$ cat src/rtl/sfd_pkg.sv
package sfd_pkg;

  typedef enum logic [1:0] {
    ST_HUNT    = 2'd0,
    ST_CONFIRM = 2'd1,
    ST_SYNC    = 2'd2
  } sync_state_t;

  localparam int CTL_W     = 3;
  localparam int CTL_COUNT = 6;

  // Control slot roles inside a subframe; the order is decoded by the far end.
  localparam logic [CTL_W-1:0] CTL_M  = 3'd0;
  localparam logic [CTL_W-1:0] CTL_CA = 3'd1;
  localparam logic [CTL_W-1:0] CTL_F0 = 3'd2;
  localparam logic [CTL_W-1:0] CTL_CB = 3'd3;
  localparam logic [CTL_W-1:0] CTL_CC = 3'd4;
  localparam logic [CTL_W-1:0] CTL_F1 = 3'd5;
  localparam logic [CTL_W-1:0] CTL_LAST = CTL_W'(CTL_COUNT - 1);

endpackage

$ cat src/rtl/sfd_pos_ctr.sv
module sfd_pos_ctr
  import sfd_pkg::*;
#(
  parameter int INFO_BITS = 48,
  parameter int SUBFRAMES = 4,
  parameter int SLOT_W    = $clog2(INFO_BITS + 1),
  parameter int SUB_W     = $clog2(SUBFRAMES)
) (
  input  logic              clk,
  input  logic              rst,
  input  logic              hold,
  input  logic              zero_sub,
  output logic [SLOT_W-1:0] slot,
  output logic [CTL_W-1:0]  ctl,
  output logic [SUB_W-1:0]  sub
);

  localparam logic [SLOT_W-1:0] SLOT_LAST = SLOT_W'(INFO_BITS);
  localparam logic [SUB_W-1:0]  SUB_LAST  = SUB_W'(SUBFRAMES - 1);

  // hold freezes the position for one bit, slipping the candidate phase.
  always_ff @(posedge clk) begin
    if (rst) begin
      slot <= '0;
      ctl  <= '0;
      sub  <= '0;
    end else if (!hold) begin
      if (slot == SLOT_LAST) begin
        slot <= '0;
        if (ctl == CTL_LAST) begin
          ctl <= '0;
          sub <= (sub == SUB_LAST) ? '0 : sub + 1'b1;
        end else begin
          ctl <= ctl + 1'b1;
        end
      end else begin
        slot <= slot + 1'b1;
      end
      if (zero_sub) sub <= '0;
    end
  end

endmodule

$ cat src/rtl/sfd_frame_fsm.sv
module sfd_frame_fsm
  import sfd_pkg::*;
#(
  parameter int SUBFRAMES = 4,
  parameter int F_LOCK    = 4,
  parameter int LOSS_WIN  = 8,
  parameter int LOSS_THR  = 3
) (
  input  logic clk,
  input  logic rst,
  input  logic rx_bit,
  input  logic is_f,
  input  logic f_exp,
  input  logic is_m,
  output logic hold,
  output logic zero_sub,
  output logic in_frame,
  output logic reframe
);

  localparam int FW = $clog2(F_LOCK) + 1;
  localparam int MW = $clog2(SUBFRAMES) + 1;
  localparam logic [FW-1:0] F_LAST = FW'(F_LOCK - 1);
  localparam logic [MW-1:0] M_LAST = MW'(SUBFRAMES - 1);

  sync_state_t         st, st_n;
  logic [FW-1:0]       fcnt, fcnt_n;
  logic [MW-1:0]       mcnt, mcnt_n;
  logic [MW-1:0]       mmiss, mmiss_n;
  logic [LOSS_WIN-1:0] hist, hist_n;
  logic                f_bad, drop;

  always_comb begin
    st_n     = st;
    fcnt_n   = fcnt;
    mcnt_n   = mcnt;
    mmiss_n  = mmiss;
    hist_n   = hist;
    hold     = 1'b0;
    zero_sub = 1'b0;
    drop     = 1'b0;
    f_bad    = is_f && (rx_bit != f_exp);
    unique case (st)
      ST_HUNT: begin
        if (is_f) begin
          if (f_bad) begin
            hold   = 1'b1;
            fcnt_n = '0;
          end else if (fcnt == F_LAST) begin
            st_n    = ST_CONFIRM;
            fcnt_n  = '0;
            mcnt_n  = '0;
            mmiss_n = '0;
          end else begin
            fcnt_n = fcnt + 1'b1;
          end
        end
      end
      ST_CONFIRM: begin
        if (f_bad) begin
          st_n = ST_HUNT;
          hold = 1'b1;
        end else if (is_m) begin
          if (mcnt == '0) begin
            if (!rx_bit) begin
              zero_sub = 1'b1;
              mcnt_n   = MW'(1);
            end else if (mmiss == M_LAST) begin
              st_n = ST_HUNT;
              hold = 1'b1;
            end else begin
              mmiss_n = mmiss + 1'b1;
            end
          end else if (!rx_bit) begin
            st_n = ST_HUNT;
            hold = 1'b1;
          end else if (mcnt == M_LAST) begin
            st_n   = ST_SYNC;
            hist_n = '0;
          end else begin
            mcnt_n = mcnt + 1'b1;
          end
        end
      end
      ST_SYNC: begin
        if (is_f) begin
          hist_n = {hist[LOSS_WIN-2:0], f_bad};
          if ($countones(hist_n) >= LOSS_THR) begin
            st_n   = ST_HUNT;
            drop   = 1'b1;
            hold   = 1'b1;
            fcnt_n = '0;
          end
        end
      end
      default: st_n = ST_HUNT;
    endcase
  end

  always_ff @(posedge clk) begin
    if (rst) begin
      st      <= ST_HUNT;
      fcnt    <= '0;
      mcnt    <= '0;
      mmiss   <= '0;
      hist    <= '0;
      reframe <= 1'b0;
    end else begin
      st      <= st_n;
      fcnt    <= fcnt_n;
      mcnt    <= mcnt_n;
      mmiss   <= mmiss_n;
      hist    <= hist_n;
      reframe <= drop;
    end
  end

  assign in_frame = (st == ST_SYNC);

endmodule

$ cat src/rtl/sfd_stuff_vote.sv
module sfd_stuff_vote
  import sfd_pkg::*;
#(
  parameter int NUM_TRIB = 4,
  parameter int SUB_W    = $clog2(NUM_TRIB)
) (
  input  logic                clk,
  input  logic                rst,
  input  logic                rx_bit,
  input  logic                ctl_slot,
  input  logic [CTL_W-1:0]    ctl,
  input  logic [SUB_W-1:0]    sub,
  output logic [NUM_TRIB-1:0] stuff_flag
);

  logic [1:0] creg;
  logic       maj;

  // Majority of the two held C bits and the third one arriving now.
  assign maj = (creg[0] & creg[1]) | (creg[0] & rx_bit) | (creg[1] & rx_bit);

  always_ff @(posedge clk) begin
    if (rst) begin
      creg       <= '0;
      stuff_flag <= '0;
    end else if (ctl_slot) begin
      case (ctl)
        CTL_M:  stuff_flag <= '0;
        CTL_CA: creg[0] <= rx_bit;
        CTL_CB: creg[1] <= rx_bit;
        CTL_CC: begin
          stuff_flag      <= '0;
          stuff_flag[sub] <= maj;
        end
        default: ;
      endcase
    end
  end

endmodule

$ cat src/rtl/sfd_trib_demux.sv
module sfd_trib_demux
  import sfd_pkg::*;
#(
  parameter int NUM_TRIB  = 4,
  parameter int INFO_BITS = 48,
  parameter int SLOT_W    = $clog2(INFO_BITS + 1)
) (
  input  logic                clk,
  input  logic                rst,
  input  logic                rx_bit,
  input  logic                in_frame,
  input  logic [SLOT_W-1:0]   slot,
  input  logic [CTL_W-1:0]    ctl,
  input  logic [NUM_TRIB-1:0] stuff_flag,
  output logic [NUM_TRIB-1:0] trib_data,
  output logic [NUM_TRIB-1:0] trib_we
);

  logic              info;
  logic [SLOT_W-1:0] idx, lane;
  logic [NUM_TRIB-1:0] wr_n;

  assign info = (slot != '0);
  assign idx  = slot - 1'b1;
  assign lane = idx % SLOT_W'(NUM_TRIB);

  for (genvar t = 0; t < NUM_TRIB; t++) begin : g_lane
    logic skip;
    assign skip    = (ctl == CTL_F1) && stuff_flag[t] && (idx == SLOT_W'(t));
    assign wr_n[t] = in_frame && info && (lane == SLOT_W'(t)) && !skip;
  end

  always_ff @(posedge clk) begin
    if (rst) begin
      trib_we   <= '0;
      trib_data <= '0;
    end else begin
      trib_we <= wr_n;
      for (int t = 0; t < NUM_TRIB; t++) begin
        if (wr_n[t]) trib_data[t] <= rx_bit;
      end
    end
  end

endmodule

$ cat src/rtl/stuff_frame_demux.sv
module stuff_frame_demux
  import sfd_pkg::*;
#(
  parameter int NUM_TRIB  = 4,
  parameter int INFO_BITS = 48,
  parameter int F_LOCK    = 4,
  parameter int LOSS_WIN  = 8,
  parameter int LOSS_THR  = 3
) (
  input  logic                clk,
  input  logic                rst,
  input  logic                rx_bit,
  output logic [NUM_TRIB-1:0] trib_data,
  output logic [NUM_TRIB-1:0] trib_we,
  output logic                in_frame,
  output logic                reframe
);

  localparam int SUBFRAMES = NUM_TRIB;
  localparam int SLOT_W    = $clog2(INFO_BITS + 1);
  localparam int SUB_W     = $clog2(SUBFRAMES);

  logic [SLOT_W-1:0]   slot;
  logic [CTL_W-1:0]    ctl;
  logic [SUB_W-1:0]    sub;
  logic                ctl_slot, is_f, f_exp, is_m;
  logic                hold, zero_sub;
  logic [NUM_TRIB-1:0] stuff_flag;

  assign ctl_slot = (slot == '0);
  assign is_f     = ctl_slot && ((ctl == CTL_F0) || (ctl == CTL_F1));
  assign f_exp    = (ctl == CTL_F1);
  assign is_m     = ctl_slot && (ctl == CTL_M);

  sfd_pos_ctr #(
    .INFO_BITS(INFO_BITS), .SUBFRAMES(SUBFRAMES), .SLOT_W(SLOT_W), .SUB_W(SUB_W)
  ) pos_i (
    .clk(clk), .rst(rst), .hold(hold), .zero_sub(zero_sub),
    .slot(slot), .ctl(ctl), .sub(sub)
  );

  sfd_frame_fsm #(
    .SUBFRAMES(SUBFRAMES), .F_LOCK(F_LOCK), .LOSS_WIN(LOSS_WIN), .LOSS_THR(LOSS_THR)
  ) fsm_i (
    .clk(clk), .rst(rst), .rx_bit(rx_bit), .is_f(is_f), .f_exp(f_exp), .is_m(is_m),
    .hold(hold), .zero_sub(zero_sub), .in_frame(in_frame), .reframe(reframe)
  );

  sfd_stuff_vote #(
    .NUM_TRIB(NUM_TRIB), .SUB_W(SUB_W)
  ) vote_i (
    .clk(clk), .rst(rst), .rx_bit(rx_bit), .ctl_slot(ctl_slot), .ctl(ctl),
    .sub(sub), .stuff_flag(stuff_flag)
  );

  sfd_trib_demux #(
    .NUM_TRIB(NUM_TRIB), .INFO_BITS(INFO_BITS), .SLOT_W(SLOT_W)
  ) demux_i (
    .clk(clk), .rst(rst), .rx_bit(rx_bit), .in_frame(in_frame), .slot(slot),
    .ctl(ctl), .stuff_flag(stuff_flag), .trib_data(trib_data), .trib_we(trib_we)
  );

endmodule

$ cat config.mk
export PLATFORM = sky130hd
export DESIGN_NAME = stuff_frame_demux
export DESIGN_NICKNAME = d
export VERILOG_FILES = /design/src/rtl/sfd_pkg.sv /design/src/rtl/sfd_pos_ctr.sv /design/src/rtl/sfd_frame_fsm.sv /design/src/rtl/sfd_stuff_vote.sv /design/src/rtl/sfd_trib_demux.sv /design/src/rtl/stuff_frame_demux.sv
export SDC_FILE = /design/constraint.sdc
export NUM_CORES = 1
export LEC_CHECK = 0
export ABC_AREA = 0
export BUFFER_PORTS_ARGS = -buffer_cell sky130_fd_sc_hd__clkbuf_2
export CORE_UTILIZATION = 45
export DETAILED_ROUTE_END_ITERATION = 10
export PLACE_DENSITY = 0.65
export RECOVER_POWER = 50
export SYNTH_ARGS = -nofsm -noshare
export SYNTH_HDL_FRONTEND = slang
export SYNTH_SLANG_ARGS = --single-unit
$ cat constraint.sdc
create_clock -name clk -period 5.6 [get_ports clk]
set_input_delay 0.56 -clock clk [delete_from_list [all_inputs] [get_ports clk]]
set_output_delay 0.56 -clock clk [all_outputs]
set_load 0.005 [all_outputs]
==> flow_metrics.py, run 1 <==
metrics = {
    "status": {
        "status": "complete, no violations",
    },
    "worst_hold_path": {
        "hold_depth": 2,
        "min_path_type": "flip-flop to flip-flop",
    },
    "logic_synthesis": {
        "synth_seq_area_share_pct": 33.96,
        "synthFlopType": "dfxtp_1",
        "syn_inst": 300,
        "syn-num-nets": 330,
        "netlist.area_leader.share_pct": 33.96,
        "synthArstFlopShare_pct": 0,
        "ys_ff_latch": 44,
        "synth_common_cells": "dfxtp_1, inv_1, ha_1, nand2_1, nor2_1",
        "synth_edf_count": 0,
        "syn_area_per_cell_um2": 8.646,
        "yosys_warnings": 0,
        "netlist_area_um2": 2594,
        "ys_types": 55,
        "synth.largest_area_cell": "dfxtp_1",
        "yosysMostFrequentCell": "dfxtp_1",
        "synth_area_leaders": "dfxtp_1, ha_1, mux2i_1",
    },
    "sta": {
        "fin_worst_skew_ns": 0.006338,
        "finalCritPeriodShare_pct": 85.07,
        "whs_ns": 0.4610,
        "rsz0062_at_grt": "no",
        "finalSetupTns_ns": 0,
        "max_slew_margin_pct": 35.68,
        "finalHoldViolations": 0,
        "min_period_ns": 4.764,
        "worst_pin_slew_ns": 0.9612,
        "setup_viol": 0,
        "fin_ws_ns": 0.8359,
        "slew_violations": 0,
        "max_freq_ghz": 0.2099,
    },
    "power": {
        "p_sw_share_pct": 24.82,
        "p_seq_share_pct": 56.6,
        "power.switching_mw": 0.1400,
        "p_leak_nw": 1.093,
        "irDropWorstVdd_uv": 128.2,
        "powerDensity_nw_per_um2": 205.0,
        "internal_power_mw": 0.4238,
        "pwr-share-clk_pct": 36.3,
        "power.total_mw": 0.5638,
        "power_frac_comb_pct": 7.2,
    },
    "grt": {
        "grtUsageTotal_pct": 19.82,
        "grt_pass1_wl_mm": 9.653,
        "gr-total-overflow": 0,
        "grt_max_degree": 32,
        "antenna_found_initial": 0,
        "grt_pass1_vias": 2069,
    },
    "layout": {
        "area_delta_synth_final_pct": 6.030,
        "fin_area_um2": 2750,
        "num_antenna_cells": 0,
        "fin_nets": 335,
        "final_layout_size_suffix_gt1_share_pct": 6.209,
    },
    "route": {
        "viasPerCell": 5.508,
        "drc_errors": 0,
        "ant_nets": 0,
        "firstDrtPassIters": 4,
        "drtIter0Drc": 87,
        "routed_wl_mm": 5.472,
        "drt-wirelength-per-cell_um": 14.48,
        "num_vias": 2082,
    },
    "critical_path": {
        "crit_arrival_ns": 4.95,
        "critPathCaptureType": "flip-flop",
        "crit_type": "flip-flop to flip-flop",
        "reg2regPathDepth": 16,
        "cp_cell_sequence": "inv_1 > ha_1 > or3b_1 > a211oi_2 > ha_1 > inv_1 > fa_1 > fa_1 > inv_1 > ha_1 > fa_1 > a211oi_1 > o32ai_1 > o21ai_1 > a211oi_1 > a41o_1",
        "cp_max_fo": 9,
        "cp-start-kind": "flip-flop",
        "required_ns": 5.79,
        "critPathMaxStageDelay_ns": 0.51,
        "slowest_stage": "fa_1",
    },
    "floorplanning": {
        "num_rows": 27,
        "start_util_pct": 46.82,
        "fp.dieW_um": 77.92,
        "dieArea_um2": 6072,
        "core_um2": 5540,
        "ioPinCount": 13,
        "die_height_um": 77.92,
    },
    "placement": {
        "port_buffers": 12,
        "dp_hpwl_mm": 3.917,
        "placed_cell_area_um2": 2683,
        "place_congestion": 0.8448,
        "place_worst_setup_slack_ns": 0.7827,
    },
    "flow_run": {
        "drv_cap": 0,
    },
    "clocking": {
        "cts_max_path_buffers": 2,
        "clk_pin_slew_worst_paths_ns": 0.08,
        "numCtsBuffers": 5,
        "postCtsSetupBuffers": 0,
        "root_buffer": "clkbuf_8",
        "ctsResizeCount": 0,
        "worstSkewPairLatency_ns": 0.29,
        "cts_hold_buf": 0,
        "cts_tree": "yes",
        "htreeDepth": 2,
        "cts_sinks": 44,
    },
}
-- flip-flops by register name, summed over array words and instances (netlist names) --
signal,flops
fsm_i.fcnt,3
fsm_i.mcnt,3
pos_i.ctl,3
fsm_i.hist,7
demux_i.trib_we,4
fsm_i.st,2
pos_i.slot,6
demux_i.trib_data,4
vote_i.stuff_flag,4
fsm_i.mmiss,3
vote_i.creg,2
fsm_i.reframe,1
pos_i.sub,2
-- path summary, 6_finish.rpt --
| path | from | endpoint | slack, ns |
|---|---|---|---|
| max | pos_i.slot[0] | pos_i.slot[1] | 0.84 |
| min | fsm_i.fcnt[1] | fsm_i.fcnt[1] | 0.46 |
| max reg2reg | pos_i.slot[0] | pos_i.slot[1] | 0.84 |
| min reg2reg | fsm_i.fcnt[1] | fsm_i.fcnt[1] | 0.46 |
-- layer usage --
layer  track usage [%]  share of wire [%]  up-vias
met5                 0                  0        -
met4             4.444               0.88        0
met3             3.529                2.3        4
met2             32.57                 46       20
met1             26.98                 50      994
li1                  -                  -     1064
-- cell families after synthesis --
kind of cell / count (synthesis) / synth area share [%]
compound gates: 60 / 16.30
mux: 12 / 4.631
fa+ha+maj: 27 / 14.18
simple gates: 107 / 22.19
flops: 44 / 33.96
buf+inv: 44 / 6.705
xor+xnor: 6 / 2.026
-- power groups by stage --
| stage | combinational (mW) | clock [mW] | sequential [mW] |
|---|---|---|---|
| after floorplan | 0.0349 | 0 | 0.324 |
| after global placement | 0.0424 | 0 | 0.326 |
| after detailed placement | 0.0429 | 0 | 0.326 |
| after CTS | 0.0433 | 0.213 | 0.319 |
| after global routing | 0.0454 | 0.225 | 0.320 |
| final | 0.0404 | 0.205 | 0.319 |
-- critical path, delay by kind of cell, from the launching register on --
family	cells	cell delay (ns)
AO/OA/AOI/OAI	6	1.52
adder cells (fa/ha/maj)	6	2.03
buffers and inverters	3	0.23
flip-flops	1	0.41
AND/OR/NAND/NOR	1	0.48
-- stage by stage --
stage | util (%) | instances
6_report | 49.64 | 378
5_1_grt | 49.64 | 378
4_1_cts | 50.09 | 378
3_5_place_dp | 48.42 | 370
3_3_place_gp | 48.42 | 370
2_1_floorplan | - | 300
-- cell type report --
type | count | area (um2)
Fill cell | 563 | 2790
Tap cell | 72 | 90.09
Inverter | 30 | 112.6
Clock buffer | 6 | 82.58
Multi-Input combinational cell | 212 | 1520
Sequential cell | 44 | 880.8
Timing Repair Buffer | 12 | 53.80
Clock inverter | 2 | 10.01
-- layout by cell type, fill, tap and decap left out, types with 2 or more instances in the layout --
master and count:
nor3b_1 2, fa_1 4, o21ai_0 11, and2_1 3, nor2_1 21, nor2b_1 2, and3_1 2, a22oi_1 4
a211oi_1 3, a311oi_1 4, or4_1 3, nand2b_1 4, o211a_1 2, nand3b_1 3, o31ai_1 2, a21o_1 2
inv_1 30, and3b_1 2, or3_1 4, xor2_1 5, nor3_1 9, or3b_1 2, clkbuf_8 6, o21ai_1 2
nand2_1 21, or2_1 2, a211oi_2 2, clkbuf_2 7, nand4_1 8, and2_0 4, dfxtp_1 44, a21oi_1 17
nand3_1 11, clkinv_2 2, mux2i_1 12, clkbuf_1 5, ha_1 23
Power figures use the tool's default switching activity.
==> run 2, diff against run 1 <==
Settings changed: CORE_ASPECT_RATIO set to 2.
==> flow_metrics.py, run 2 (synthesis gave the netlist of run 1 again) <==
metrics = {
    "sta": {
        "whs_ns": 0.4697,
        "fin_worst_skew_ns": 0.01104,
        "finalCritPeriodShare_pct": 85.63,
        "min_period_ns": 4.795,
        "rsz0062_at_grt": "no",
        "worst_pin_slew_ns": 1.433,
        "max_slew_margin_pct": 4.478,
        "slew_violations": 0,
        "finalHoldViolations": 0,
        "setup_viol": 0,
        "finalSetupTns_ns": 0,
        "max_freq_ghz": 0.2085,
    },
    "clocking": {
        "root_buffer": "clkbuf_8",
        "cts_max_path_buffers": 2,
        "cts_tree": "yes",
        "htreeDepth": 2,
        "clk_pin_slew_worst_paths_ns": 0.09,
        "cts_sinks": 44,
        "numCtsBuffers": 5,
        "cts_hold_buf": 0,
        "postCtsSetupBuffers": 0,
        "ctsResizeCount": 0,
        "worstSkewPairLatency_ns": 0.32,
    },
    "critical_path": {
        "crit_buf_inv": 3,
        "required_ns": 5.82,
        "critPathMaxStageDelay_ns": 0.53,
        "critical-path-top-delay-family": "adder cells",
        "critPathCaptureType": "flip-flop",
        "cp_max_fo": 7,
        "cp_cell_sequence": "inv_1 > ha_1 > or3b_1 > a211oi_2 > ha_1 > inv_1 > fa_1 > fa_1 > inv_1 > ha_1 > fa_1 > a211oi_1 > o32ai_1 > o21ai_1 > a211oi_1 > a41o_1",
        "slowest_stage": "fa_1",
        "cp-start-kind": "flip-flop",
        "crit_type": "flip-flop to flip-flop",
        "crit_arrival_ns": 5.01,
    },
    "layout": {
        "multiInputGateArea_um2": 1520,
        "final_layout_size_suffix_gt1_share_pct": 4.575,
        "regArea_um2": 880.8,
        "fin_nets": 335,
        "largestRegisters": "fsm_i.hist (7), pos_i.slot (6)",
        "nFillCells": 536,
        "mostFrequentLayoutCell": "dfxtp_1",
        "final_cell_mix": "dfxtp_1, inv_1, ha_1, nor2_1, nand2_1",
        "final_core_util_pct": 50.00,
        "fin_area_um2": 2734,
        "top_register": "fsm_i.hist",
        "largest_register_ffs": 7,
        "area_delta_synth_final_pct": 5.403,
        "num_antenna_cells": 0,
    },
    "route": {
        "drtIter0Drc": 51,
        "viasPerCell": 5.918,
        "drc_errors": 0,
        "firstDrtPassIters": 4,
        "routed_wl_mm": 6.179,
        "num_vias": 2166,
        "ant_nets": 0,
        "drt-wirelength-per-cell_um": 16.88,
    },
    "placement": {
        "placed_cell_area_um2": 2668,
        "place_congestion": 0.9553,
        "port_buffers": 12,
        "dp_hpwl_mm": 4.660,
    },
    "grt": {
        "grt_pass1_vias": 2227,
        "antenna_found_initial": 0,
        "gr-total-overflow": 0,
        "grt_pass1_wl_mm": 10.56,
        "grtUsageTotal_pct": 22.76,
        "grt_max_degree": 32,
    },
    "status": {
        "status": "complete, no violations",
    },
    "power": {
        "irDropWorstVdd_uv": 226.2,
        "p_leak_nw": 1.071,
        "powerDensity_nw_per_um2": 210.3,
    },
    "floorplanning": {
        "ioPinCount": 13,
        "fp.dieW_um": 55.69,
        "core_um2": 5468,
        "die_height_um": 109.4,
        "num_rows": 38,
        "start_util_pct": 47.44,
        "dieArea_um2": 6090,
    },
    "flow_run": {
        "drv_cap": 0,
    },
    "worst_hold_path": {
        "min_path_type": "flip-flop to flip-flop",
    },
}
[run 2: cell types whose count changed in the layout (fill, tap and decap cells not counted), sizes merged]
| cell | previous run | this run |
|---|---|---|
| clkinvlp | 0 | 2 |
| clkinv | 2 | 0 |
[run 2: final timing paths]
check                                    start        endpoint  slack (ns)  cells past startpoint
worst max-delay path             pos_i.slot[1]   pos_i.slot[1]        0.80                     16
worst min-delay path            fsm_i.mmiss[1]  fsm_i.mmiss[1]        0.47                      2
worst max register to register   pos_i.slot[1]   pos_i.slot[1]        0.80                     16
worst min register to register  fsm_i.mmiss[1]  fsm_i.mmiss[1]        0.47                      2
[run 2: final cells by class]
type | instances | share of cell area, %
sequential | 44 | 32.22
clock inverter | 2 | 0.5492
timing repair buffer | 12 | 1.739
multi-input combinational | 212 | 55.61
tap | 60 | 2.746
clock buffer | 6 | 3.021
inverter | 30 | 4.119
[run 2: tightest hold or removal path: stages (launching register included)]
cell and delay (ns):
dfxtp_1 0.32, nand2_1 0.05, mux2i_1 0.05
[run 2: metrics by stage]
step	power [mW]	std cells	setup WS [ns]
6_report	0.5749	366	0.8045
4_1_cts	0.5856	366	0.8965
3_5_place_dp	0.3697	358	0.7228
5_1_grt	0.5994	366	0.5669
2_1_floorplan	0.3591	300	1.393
3_3_place_gp	0.3697	358	0.8731
[run 2: metal layers]
layer  share of wire, %  global-route usage, %  vias to the layer above
met4                4.6                  14.64                        0
met1                 36                  21.34                     1062
met3                1.8                  4.000                       16
met2                 57                  44.23                       27
li1                   -                      -                     1061
met5                  0                      0                        -
[run 2: report_power, final]
part / internal [mW] / switching [mW]
clock: 0.0998 / 0.115
sequential: 0.314 / 0.00454
combinational: 0.0107 / 0.0302
